[src/rtl/fsb_par_pkg.sv]
package fsb_par_pkg;

   // Which coverage map a parity pair is built with
   typedef enum logic {
      SP_ADDR = 1'b0,   // first subphase: bit0 = upper group
      SP_TYPE = 1'b1    // second subphase: bit1 = upper group
   } subphase_e;

   localparam logic [1:0] PAR_IDLE = 2'b11;

endpackage

[src/rtl/fsb_par_calc.sv]
module fsb_par_calc
   import fsb_par_pkg::*;
#(
   parameter int ADDR_W = 37,
   parameter int KIND_W = 5,
   parameter int LO_W   = 21
) (
   input  logic [ADDR_W-1:0] addr_i,
   input  logic [KIND_W-1:0] kind_i,
   input  subphase_e         sel_i,
   output logic [1:0]        pair_o
);

   localparam int HI_W  = ADDR_W - LO_W;
   localparam int LOG_W = LO_W + KIND_W;

   if (LO_W < 1 || LO_W >= ADDR_W) begin : g_bad_split
      $error("fsb_par_calc: LO_W must lie between 1 and ADDR_W-1");
   end
   if (KIND_W < 1) begin : g_bad_kind
      $error("fsb_par_calc: KIND_W must be at least 1");
   end

   logic [HI_W-1:0]  hi_lines;
   logic [LOG_W-1:0] lo_lines;
   logic             hi_par;
   logic             lo_par;

   assign hi_lines = addr_i[ADDR_W-1:LO_W];
   assign lo_lines = {addr_i[LO_W-1:0], kind_i};

   // Odd count of low lines drives the line low
   assign hi_par = ~(^(~hi_lines));
   assign lo_par = ~(^(~lo_lines));

   always_comb begin
      if (sel_i == SP_ADDR) pair_o = {lo_par, hi_par};
      else                  pair_o = {hi_par, lo_par};
   end

endmodule

[src/rtl/fsb_par_gen.sv]
module fsb_par_gen
   import fsb_par_pkg::*;
#(
   parameter int ADDR_W = 37,
   parameter int KIND_W = 5,
   parameter int LO_W   = 21
) (
   input  logic              clk,
   input  logic              rst,
   input  logic              strobe_i,
   input  logic [ADDR_W-1:0] addr_i,
   input  logic [KIND_W-1:0] kind_i,
   output logic [1:0]        par_o
);

   logic       sp2_due;
   logic [1:0] pair;
   subphase_e  sel;

   assign sel = strobe_i ? SP_ADDR : SP_TYPE;

   fsb_par_calc #(.ADDR_W(ADDR_W), .KIND_W(KIND_W), .LO_W(LO_W)) u_calc (
      .addr_i (addr_i),
      .kind_i (kind_i),
      .sel_i  (sel),
      .pair_o (pair)
   );

   always_ff @(posedge clk) begin
      if (rst) begin
         sp2_due <= 1'b0;
         par_o   <= PAR_IDLE;
      end else begin
         sp2_due <= strobe_i;
         if (strobe_i || sp2_due) par_o <= pair;
         else                     par_o <= PAR_IDLE;
      end
   end


   idle_par_chk: assert property (@(posedge clk) disable iff (rst)
      (!$past(strobe_i) && !$past(strobe_i, 2)) |-> (par_o == PAR_IDLE));

endmodule

[src/rtl/fsb_par_chk.sv]
module fsb_par_chk
   import fsb_par_pkg::*;
#(
   parameter int ADDR_W = 37,
   parameter int KIND_W = 5,
   parameter int LO_W   = 21
) (
   input  logic              clk,
   input  logic              rst,
   input  logic              clr_i,
   input  logic              strobe_i,
   input  logic [ADDR_W-1:0] addr_i,
   input  logic [KIND_W-1:0] kind_i,
   input  logic [1:0]        par_i,
   output logic [1:0]        err_sp1_o,
   output logic [1:0]        err_sp2_o,
   output logic [3:0]        sticky_o,
   output logic              proto_o
);

   logic       wait1;      // subphase-1 parity due this cycle
   logic       wait2;      // subphase-2 parity due this cycle
   logic [1:0] exp1;
   logic [1:0] exp2;
   logic [1:0] pair;
   logic [1:0] new1;
   logic [1:0] new2;
   logic       clash;
   subphase_e  sel;

   assign sel   = (wait1 && !strobe_i) ? SP_TYPE : SP_ADDR;
   assign clash = strobe_i && (wait1 || wait2);
   assign new1  = (wait1 && !strobe_i) ? (par_i ^ exp1) : 2'b00;
   assign new2  = (wait2 && !strobe_i) ? (par_i ^ exp2) : 2'b00;

   fsb_par_calc #(.ADDR_W(ADDR_W), .KIND_W(KIND_W), .LO_W(LO_W)) u_calc (
      .addr_i (addr_i),
      .kind_i (kind_i),
      .sel_i  (sel),
      .pair_o (pair)
   );

   always_ff @(posedge clk) begin
      if (rst) begin
         wait1     <= 1'b0;
         wait2     <= 1'b0;
         exp1      <= 2'b00;
         exp2      <= 2'b00;
         err_sp1_o <= 2'b00;
         err_sp2_o <= 2'b00;
         sticky_o  <= 4'b0000;
         proto_o   <= 1'b0;
      end else begin
         wait1 <= strobe_i;
         wait2 <= wait1 && !strobe_i;
         if (strobe_i)   exp1 <= pair;
         else if (wait1) exp2 <= pair;
         err_sp1_o <= new1;
         err_sp2_o <= new2;
         proto_o   <= clash;
         sticky_o  <= (clr_i ? 4'b0000 : sticky_o) | {new2, new1};
      end
   end


   sp1_timing_chk: assert property (@(posedge clk) disable iff (rst)
      (|err_sp1_o) |-> ($past(strobe_i, 2) && !$past(strobe_i)));


   sp2_timing_chk: assert property (@(posedge clk) disable iff (rst)
      (|err_sp2_o) |-> $past(strobe_i, 3));


   sticky_set_chk: assert property (@(posedge clk) disable iff (rst)
      ((sticky_o & {err_sp2_o, err_sp1_o}) == {err_sp2_o, err_sp1_o}));


   sticky_clr_chk: assert property (@(posedge clk) disable iff (rst)
      ($past(clr_i) && !(|{err_sp2_o, err_sp1_o})) |-> (sticky_o == 4'b0000));


   proto_excl_chk: assert property (@(posedge clk) disable iff (rst)
      proto_o |-> ($past(strobe_i) && !(|{err_sp2_o, err_sp1_o})));

endmodule

[src/rtl/fsb_addr_parity.sv]
module fsb_addr_parity #(
   parameter int ADDR_W = 37,
   parameter int KIND_W = 5,
   parameter int LO_W   = 21
) (
   input  logic              clk,
   input  logic              rst,
   input  logic              tx_strobe_i,
   input  logic [ADDR_W-1:0] tx_addr_i,
   input  logic [KIND_W-1:0] tx_kind_i,
   output logic [1:0]        tx_par_o,
   input  logic              rx_strobe_i,
   input  logic [ADDR_W-1:0] rx_addr_i,
   input  logic [KIND_W-1:0] rx_kind_i,
   input  logic [1:0]        rx_par_i,
   input  logic              clr_i,
   output logic [1:0]        err_sp1_o,
   output logic [1:0]        err_sp2_o,
   output logic [3:0]        err_sticky_o,
   output logic              proto_err_o
);

   fsb_par_gen #(.ADDR_W(ADDR_W), .KIND_W(KIND_W), .LO_W(LO_W)) u_gen (
      .clk      (clk),
      .rst      (rst),
      .strobe_i (tx_strobe_i),
      .addr_i   (tx_addr_i),
      .kind_i   (tx_kind_i),
      .par_o    (tx_par_o)
   );

   fsb_par_chk #(.ADDR_W(ADDR_W), .KIND_W(KIND_W), .LO_W(LO_W)) u_chk (
      .clk       (clk),
      .rst       (rst),
      .clr_i     (clr_i),
      .strobe_i  (rx_strobe_i),
      .addr_i    (rx_addr_i),
      .kind_i    (rx_kind_i),
      .par_i     (rx_par_i),
      .err_sp1_o (err_sp1_o),
      .err_sp2_o (err_sp2_o),
      .sticky_o  (err_sticky_o),
      .proto_o   (proto_err_o)
   );


   rst_quiet_chk: assert property (@(posedge clk) disable iff (rst)
      $past(rst) |-> (!(|{err_sp1_o, err_sp2_o, err_sticky_o}) && !proto_err_o));

endmodule

[config.mk]
export PLATFORM = sky130hd
export DESIGN_NAME = fsb_addr_parity
export DESIGN_NICKNAME = d
export VERILOG_FILES = /design/src/rtl/fsb_par_pkg.sv /design/src/rtl/fsb_par_calc.sv /design/src/rtl/fsb_par_gen.sv /design/src/rtl/fsb_par_chk.sv /design/src/rtl/fsb_addr_parity.sv
export SDC_FILE = /design/constraint.sdc
export NUM_CORES = 1
export LEC_CHECK = 0
export CAP_MARGIN = 20
export CORE_UTILIZATION = 34
export CTS_CLUSTER_DIAMETER = 150
export CTS_CLUSTER_SIZE = 24
export DETAILED_ROUTE_END_ITERATION = 10
export PLACE_DENSITY_LB_ADDON = 0.25
export SYNTH_ARGS = -nofsm -noshare
export SYNTH_HDL_FRONTEND = slang
export SYNTH_HIERARCHICAL = 1
export SYNTH_SLANG_ARGS = --single-unit
[constraint.sdc]
create_clock -name clk -period 2.65 [get_ports clk]
set_clock_uncertainty 0.2 [all_clocks]
set_input_delay 0.53 -clock clk [delete_from_list [all_inputs] [get_ports clk]]
set_output_delay 0.53 -clock clk [all_outputs]
set_load 0.01 [all_outputs]
Word-level counts from Yosys, hierarchy flattened
Cells that the tools add are included.
{"block": "totals", "regBits": 18, "latchBits": 0, "mem_bits_rw": 0, "rom_bits": 0, "output_inout_bits": 11, "mem_count": 0}
{"block": "op_classes", "addsub": 0, "n_mul": 0, "div": 0, "order_cmp": 0, "n_eq_ne": 0, "n_shift": 0, "n_mux": 6, "bitwise": 13, "reduce_logical": 12}
{"operator": "$not A26 Y26", "n": 2}
{"operator": "$reduce_xor A26 Y1", "n": 2}
{"operator": "$not A16 Y16", "n": 2}
{"operator": "$reduce_xor A16 Y1", "n": 2}
{"operator": "$mux W2", "n": 4}
{"operator": "$not A1 Y1", "n": 6}
{"operator": "$mux W4", "n": 1}
{"operator": "$or A4 B4 Y4", "n": 1}
{"operator": "$xor A2 B2 Y2", "n": 2}
{"operator": "$logic_and A1 B1 Y1", "n": 3}
{"operator": "$logic_or A1 B1 Y1", "n": 2}
{"operator": "$reduce_and A2 Y1", "n": 1}
{"operator": "$reduce_or A2 Y1", "n": 1}
{"operator": "$logic_not A1 Y1", "n": 1}
{"operator": "$mux W1", "n": 1}

Depth between registers and ports, before layout
Gate-level depths: netlist of the first run.
{"block": "depth", "word_depth": 4, "depth_mapped": 7, "depth_no_buf": 7}

Modules after synthesis
Netlist of the first run, hierarchy kept.
{"module": "fsb_par_calc", "instances": 2, "cells_each": 40, "area_each_um2": 387.9, "seq_area_each_um2": 0.0}
{"module": "fsb_par_chk", "instances": 1, "cells_each": 46, "area_each_um2": 510.5, "seq_area_each_um2": 300.3}
{"module": "fsb_par_gen", "instances": 1, "cells_each": 8, "area_each_um2": 83.8, "seq_area_each_um2": 60.1}

Least setup slack after synthesis of the first run
Ideal clock, no wire load.
{"block": "synth_timing", "kind": "input to register", "from": "input port tx_addr_i[14]", "to": "register u_gen.par_o[0]", "setup_ns": 0.127, "arrival_ns": 1.822, "slack_ns": 0.501, "path_stages": 6, "path_buffers": 0, "cell_sequence": "xnor2_1 > xnor2_1 > xnor3_1 > xnor3_1 > mux2i_1 > or3_1"}
{"block": "synth_between", "elab_chain_cells": 4}
{"item": "from (decl)", "line": "fsb_addr_parity.sv:9", "rtl": "input logic [ADDR_W-1:0] tx_addr_i,"}
{"item": "$not A26 Y26", "line": "fsb_par_calc.sv:34", "rtl": "assign lo_par = ~(^(~lo_lines));"}
{"item": "$reduce_xor A26 Y1", "line": "fsb_par_calc.sv:34"}
{"item": "$not A1 Y1", "line": "fsb_par_calc.sv:34"}
{"item": "$mux W2", "line": "fsb_par_calc.sv:37", "rtl": "if (sel_i == SP_ADDR) pair_o = {lo_par, hi_par};"}
{"item": "net u_gen.pair[0]", "line": "fsb_par_gen.sv:17", "rtl": "logic [1:0] pair;"}
{"item": "to (signal assigned)", "line": "fsb_par_gen.sv:35", "rtl": "if (strobe_i || sp2_due) par_o <= pair;"}
{"item": "to (decl)", "line": "fsb_par_gen.sv:13", "rtl": "output logic [1:0] par_o"}
The timed path passes the listed nets, and every way through them passes these cells.
A chain may end at the register's enable or synchronous reset.

Worst setup path after layout of the first run
Same ends and word-level chain as after synthesis.

==> results_dict.tcl, run 1 <==
set metrics [dict create \
    outcome "finished, final reports clean" \
    cts_buffers 3 \
    place_worst_setup_slack_ns -0.0533 \
    syn_nets 225 \
    clkLatencyLatePin_ns 0.25 \
    syn_area_per_cell_um2 10.2 \
    detailedRoute.firstIterationViolations 8 \
    drc 0 \
    timing.hold.worst.start "u_chk/sticky_o[2]$_SDFF_PP0_" \
    multi_input_area_um2 992 \
    antenna_cells_inserted 0 \
    worst_margin_pin_slew_ns 0.250 \
    drt-pass1-iter-count 2 \
    yosysSeqAreaShare_pct 26.3 \
    post_dp_cell_area_um2 2450 \
    area.growth.synth_to_final_pct 82.6 \
    reg2reg_to "u_chk/exp1[0]$_SDFFE_PP0P_" \
    final_worst_path_period_need_ns 2.44 \
    arrival_ns 2.37 \
    rr_worst_depth 5 \
    grt-ovfl-total 0 \
    num_vias 1213 \
    timing.final.hold_violations 0 \
    die_width_um 65.5 \
    dp_hpwl_um 2620 \
    drv_cap 0 \
    endpoint_kind "register" \
    period_share_pct 92.1 \
    tns_ns 0 \
    clk_pin_slew_worst_paths_ns 0.06 \
    grt.total_usage_pct 13.6 \
    holdPathStages 1 \
    boundaryPins 102 \
    setup.worst_path.start_class "primary input" \
    category_of_the_most_critical_setup_path "in2reg" \
    min_delay_worst_endpoint "u_chk/sticky_o[2]$_SDFF_PP0_" \
    vdd.ir_drop.worst_mv 0.242 \
    nets 331 \
    netlist_instances 134 \
    wl_um 2910 \
    worstReg2RegStart "u_chk/wait1$_SDFF_PP0_" \
    post_cts_resize_count 0 \
    vias_per_std_cell 4.23 \
    total_setup_buffers_inserted_after_cts 0 \
    hp_class "reg2reg" \
    maxSlewViolCount 0 \
    syn-cell-area_um2 1370 \
    antenna_found_initial 0 \
    netlist-cell-type-count 18 \
    final-setup-viol-count 0 \
    power_per_cell_area_nw_per_um2 472 \
    largest_net_degree_at_the_start_of_global_routing 15 \
    routed_wirelength_normalized_by_instance_count_um 10.1 \
    floorplan.initialDensity_pct 36.3 \
    number_of_global_route_vias_before_repair 1138 \
    slew_headroom_pct 83.2 \
    cp_max_fo 2 \
    drive_above_1_share_pct 4.18 \
    cts_tree "done" \
    grt_first_pass_wirelength_um 4610 \
    regArea_um2 360 \
    clock-root-buffer "clkbuf_8" \
    post_cts_hold_buffer_count 0 \
    worst_ep_required_time_ns 2.58 \
    clock_tree.htree_level_count 1 \
    gp_congestion 0.701 \
    setup_slack_ns 0.209 \
    finalHoldWorstSlack_ns 0.253 \
    chipHeight_um 65.5 \
    port_buffers 101 \
    placementRows 22 \
    number_of_flip_flops_and_latches_in_the_synthesized_netlist 18 \
    design.die.area_um2 4290 \
    final_design_area_no_fill_um2 2500 \
    final.fill_count 338 \
    clock-sinks 18 \
    max_freq_mhz 410 \
    clock_tree.buffer_depth 2 \
    detail-route-antenna-nets 0 \
    totalPowerFinal_mw 1.18 \
    cellLeakagePower_nw 0.940 \
    fp.coreArea_um2 3770 \
    ff2ff_setup_slack_ns 1.45 \
    rsz0062_at_grt "no" \
    yosysWarnings 6 \
]
per-stage QoR:
step                      utilization [%]  std cells
after global routing                 66.3        287
after CTS                            66.3        287
final                                66.3        287
after floorplan                         -        134
after global placement               64.9        283
after detailed placement             64.9        283
metal layers:
metal	GRT usage, %	routed length [um]
met1	14.0	1110
met2	26.3	1510
met3	4.34	261
met4	3.26	21
met5	0	0
cell usage in the layout (no fill, tap or decap):
cell / instances
xnor2_2: 2
or3_1: 2
or3b_1: 1
xor2_1: 4
nor2_1: 10
buf_4: 2
dfxtp_1: 18
clkdlybuf4s50_1: 101
a21o_1: 2
xnor2_1: 70
inv_1: 2
nor2b_1: 1
clkbuf_8: 4
xnor3_1: 4
mux2i_1: 8
o21a_1: 1
or2_1: 2
nand2b_1: 1
nor3b_1: 2
nor3_2: 2
worst max-delay path, stage by stage:
cell             delay (ns)
clkdlybuf4s50_1        0.42
xnor2_1                0.22
xnor2_1                0.15
xnor3_1                0.41
xnor3_1                0.24
mux2i_1                0.07
or3_1                  0.34
layout make-up:
cell class | instances | area share, %
inverters | 2 | 0.300
repair buffers | 103 | 41.0
clock buffers | 4 | 2.20
well taps | 48 | 2.40
flip-flops and latches | 18 | 14.4
multi-input cells | 112 | 39.7
sequential cells by signal (all words and copies together) (netlist names):
register,count
u_chk/proto_o,1
u_chk/exp2,2
u_chk/wait2,1
u_chk/err_sp2_o,2
u_gen/sp2_due,1
u_chk/err_sp1_o,2
u_gen/par_o,2
u_chk/exp1,2
u_chk/wait1,1
u_chk/sticky_o,4
cells by family (layout without fill, tap and decap cells):
logic type                count (synthesis)  in the layout  share of synthesized area (%)
xor gates and xnor gates                 80             80                           56.3
and+or+nand+nor                          21             21                           8.68
AOI/OAI and AO/OA                         3              3                           1.64
muxes                                     8              8                           5.84
buffers and inverters                     4            109                           1.28
DFF                                      18             18                           26.3
synth_stat cells:
library cell  count  area (um^2)
xnor2_1          70          613
dfxtp_1          18          360
nor2_1           10         37.5
mux2i_1           8         80.1
xnor3_1           4         90.1
xor2_1            4         35.0
a21o_1            2         15.0
buf_2             2         10.0
inv_1             2         7.51
nor3_2            2         20.0
nor3b_1           2         15.0
or2_1             2         12.5
or3_1             2         12.5
xnor2_2           2         32.5
nand2b_1          1         6.26
nor2b_1           1         6.26
o21a_1            1         7.51
or3b_1            1         8.76
worst max path at each step:
stage | start | to | slack (ns) | cells after the start
finish | tx_addr_i[14] | u_gen/par_o[0]$_SDFF_PP1_ | 0.21 | 7
global route | tx_addr_i[14] | u_gen/par_o[0]$_SDFF_PP1_ | 0.12 | 7
CTS | tx_addr_i[14] | u_gen/par_o[0]$_SDFF_PP1_ | 0.21 | 7
detailed placement | tx_addr_i[14] | u_gen/par_o[0]$_SDFF_PP1_ | -0.05 | 7
global placement | tx_addr_i[18] | u_gen/par_o[0]$_SDFF_PP1_ | 0.0003 | 7
floorplan | tx_addr_i[14] | u_gen/par_o[0]$_SDFF_PP1_ | 0.50 | 6
where the power goes:
part,switching [mW],internal (mW),total [mW]
registers,0.0155,0.307,0.322
clock network,0.0881,0.132,0.220
logic,0.220,0.418,0.638
total,0.323,0.857,1.18
Note: power is estimated with default switching activity, not from simulation.
==> run 2, diff against run 1 <==
- CAP_MARGIN: 20 -> not set
==> results of run 2 <==
Same layout as run 1: the final DEF is identical, and so are final timing and power.
==> run 3, diff against run 2 <==
==> constraint.sdc (replaced) <==
create_clock -name clk -period 2.65 [get_ports clk]
set_clock_uncertainty 0.2 [all_clocks]
set_input_delay 0.6625 -clock clk [delete_from_list [all_inputs] [get_ports clk]]
set_output_delay 0.6625 -clock clk [all_outputs]
set_load 0.01 [all_outputs]
==> results_dict.tcl, run 3 (synthesis gave the netlist of run 1 again) <==
set metrics [dict create \
    wl_um 2920 \
    vdd.ir_drop.worst_mv 0.237 \
    detailedRoute.firstIterationViolations 13 \
    antenna_found_initial 0 \
    switching_share_pct 27.5 \
    vias_per_std_cell 4.18 \
    final.fill_count 316 \
    rsz0062_at_grt "no" \
    gp_congestion 0.671 \
    nets 331 \
    grt.total_usage_pct 13.3 \
    holdPathStages 1 \
    floorplan.initialDensity_pct 36.3 \
    antenna_cells_inserted 0 \
    routed_wirelength_normalized_by_instance_count_um 10.2 \
    power_per_cell_area_nw_per_um2 471 \
    category_of_the_most_critical_setup_path "in2reg" \
    power_frac_seq_pct 27.4 \
    outcome "finished, final reports clean" \
    area.growth.synth_to_final_pct 83.5 \
    dp_hpwl_um 2680 \
    cp_slowest_cell "clkdlybuf4s50_1" \
    worst_path_largest_cell_delay_ns 0.47 \
    final-setup-viol-count 0 \
    timing.hold.worst.start "u_chk/sticky_o[2]$_SDFF_PP0_" \
    ff2ff_setup_slack_ns 1.43 \
    comb_power_share_pct 54.1 \
    max_freq_mhz 396 \
    slew_headroom_pct 82.9 \
    drv_cap 0 \
    grt-ovfl-total 0 \
    hp_class "reg2reg" \
    chipHeight_um 65.5 \
    totalPowerFinal_mw 1.18 \
    final_design_area_no_fill_um2 2510 \
    drc 0 \
    design.die.area_um2 4290 \
    crit_path_cell_trace "clkdlybuf4s50_1, xnor2_1, xnor2_1, xnor3_1, xnor3_1, mux2i_1, or3_1" \
    clock-sinks 18 \
    final_worst_path_period_need_ns 2.53 \
    boundaryPins 102 \
    period_share_pct 95.3 \
    number_of_global_route_vias_before_repair 1112 \
    min_delay_worst_endpoint "u_chk/sticky_o[2]$_SDFF_PP0_" \
    largest_register_ff_count 4 \
    total_switching_power_mw 0.325 \
    timing.final.hold_violations 0 \
    most_frequent_cells_in_the_layout "99 x clkdlybuf4s50_1, 69 x xnor2_1, 18 x dfxtp_1, 10 x nor2_1, 8 x mux2i_1" \
    endpoint_kind "register" \
    most_common_library_cell_in_the_layout_ignoring_fill_and_taps "clkdlybuf4s50_1" \
    placementRows 22 \
    cellLeakagePower_nw 0.964 \
    num_vias 1201 \
    cts_tree "done" \
    place_worst_setup_slack_ns -0.187 \
    arrival_ns 2.46 \
    clk_pin_slew_worst_paths_ns 0.07 \
    setup_slack_ns 0.124 \
    worst_margin_pin_slew_ns 0.254 \
    cp_max_fo 2 \
    clock_tree.htree_level_count 1 \
    worstReg2RegStart "u_chk/wait1$_SDFF_PP0_" \
    cts_buffers 3 \
    die_width_um 65.5 \
    clock_power_share_pct 18.4 \
    clock-root-buffer "clkbuf_8" \
    grt_first_pass_wirelength_um 4470 \
    clkLatencyLatePin_ns 0.25 \
    post_cts_hold_buffer_count 0 \
    maxSlewViolCount 0 \
    rr_worst_depth 5 \
    fp.coreArea_um2 3770 \
    top_reg_by_flops "u_chk/sticky_o" \
    largest_net_degree_at_the_start_of_global_routing 15 \
    worst_ep_required_time_ns 2.58 \
    detail-route-antenna-nets 0 \
    clock_tree.buffer_depth 2 \
    setup.worst_path.start_class "primary input" \
    post_dp_cell_area_um2 2450 \
    tns_ns 0 \
    total_setup_buffers_inserted_after_cts 0 \
    drive_above_1_share_pct 4.60 \
    reg2reg_to "u_chk/exp1[0]$_SDFFE_PP0P_" \
    port_buffers 101 \
    drt-pass1-iter-count 4 \
    power_report.internal_total_mw 0.857 \
]
[run 3: cell types whose count changed in the layout (fill, tap and decap cells not counted), sizes merged]
cell,change
clkdlybuf4s50,-2
dlymetal6s2s,+2
[run 3: worst max-delay path by stage]
stage	startpoint	endpoint	slack (ns)	cells after the start
floorplan	tx_addr_i[14]	u_gen/par_o[0]$_SDFF_PP1_	0.37	6
global placement	tx_addr_i[20]	u_gen/par_o[1]$_SDFF_PP1_	-0.13	7
detailed placement	tx_addr_i[18]	u_gen/par_o[1]$_SDFF_PP1_	-0.19	7
CTS	tx_addr_i[18]	u_gen/par_o[1]$_SDFF_PP1_	0.08	7
global route	rx_addr_i[17]	u_chk/exp1[1]$_SDFFE_PP0P_	0.003	8
finish	tx_addr_i[12]	u_gen/par_o[1]$_SDFF_PP1_	0.12	7
[run 3: per-stage QoR]
| stage | util (%) | hold slack (ns) | cells |
|---|---|---|---|
| after floorplan | - | 0.229 | 134 |
| after global placement | 64.9 | 0.235 | 283 |
| after detailed placement | 64.9 | 0.242 | 283 |
| after CTS | 66.3 | 0.258 | 287 |
| after global routing | 66.7 | 0.288 | 287 |
| final | 66.7 | 0.258 | 287 |
[run 3: worst max-delay path, delay by kind of cell]
kind | cells | cell delay [ns]
XOR/XNOR | 4 | 0.93
buffers and inverters | 1 | 0.47
AND/OR/NAND/NOR | 1 | 0.32
multiplexers | 1 | 0.08
[run 3: power by group through the flow]
stage	sequential [mW]	clock (mW)	combinational, mW
6_report	0.325	0.218	0.640
5_1_grt	0.328	0.236	0.700
4_1_cts	0.325	0.225	0.646
3_5_place_dp	0.330	0	0.645
3_3_place_gp	0.330	0	0.632
2_1_floorplan	0.335	0	0.412
[run 3: what timing repair did]
item                                    in CTS  in global routing
gates resized for setup                      0                  3
endpoints found under the setup margin       0                  2
hold endpoints to repair                     0                  0
[run 3: cell type report]
type / instances / area, um^2 / area share [%]
Multi-Input combinational cell: 112 / 1000 / 39.8
Inverter: 2 / 7.51 / 0.299
Timing Repair Buffer: 103 / 1030 / 41.0
Tap cell: 48 / 60.1 / 2.39
Clock buffer: 4 / 55.1 / 2.19
Sequential cell: 18 / 360 / 14.3
[run 3: routing by layer]
| metal | up-vias | share of wire, % | track usage, % |
|---|---|---|---|
| li1 | 632 | - | - |
| met1 | 522 | 38 | 13.4 |
| met2 | 47 | 54 | 26.7 |
| met3 | 0 | 8.1 | 2.78 |
| met4 | 0 | 0 | 4.08 |
| met5 | - | 0 | 0 |
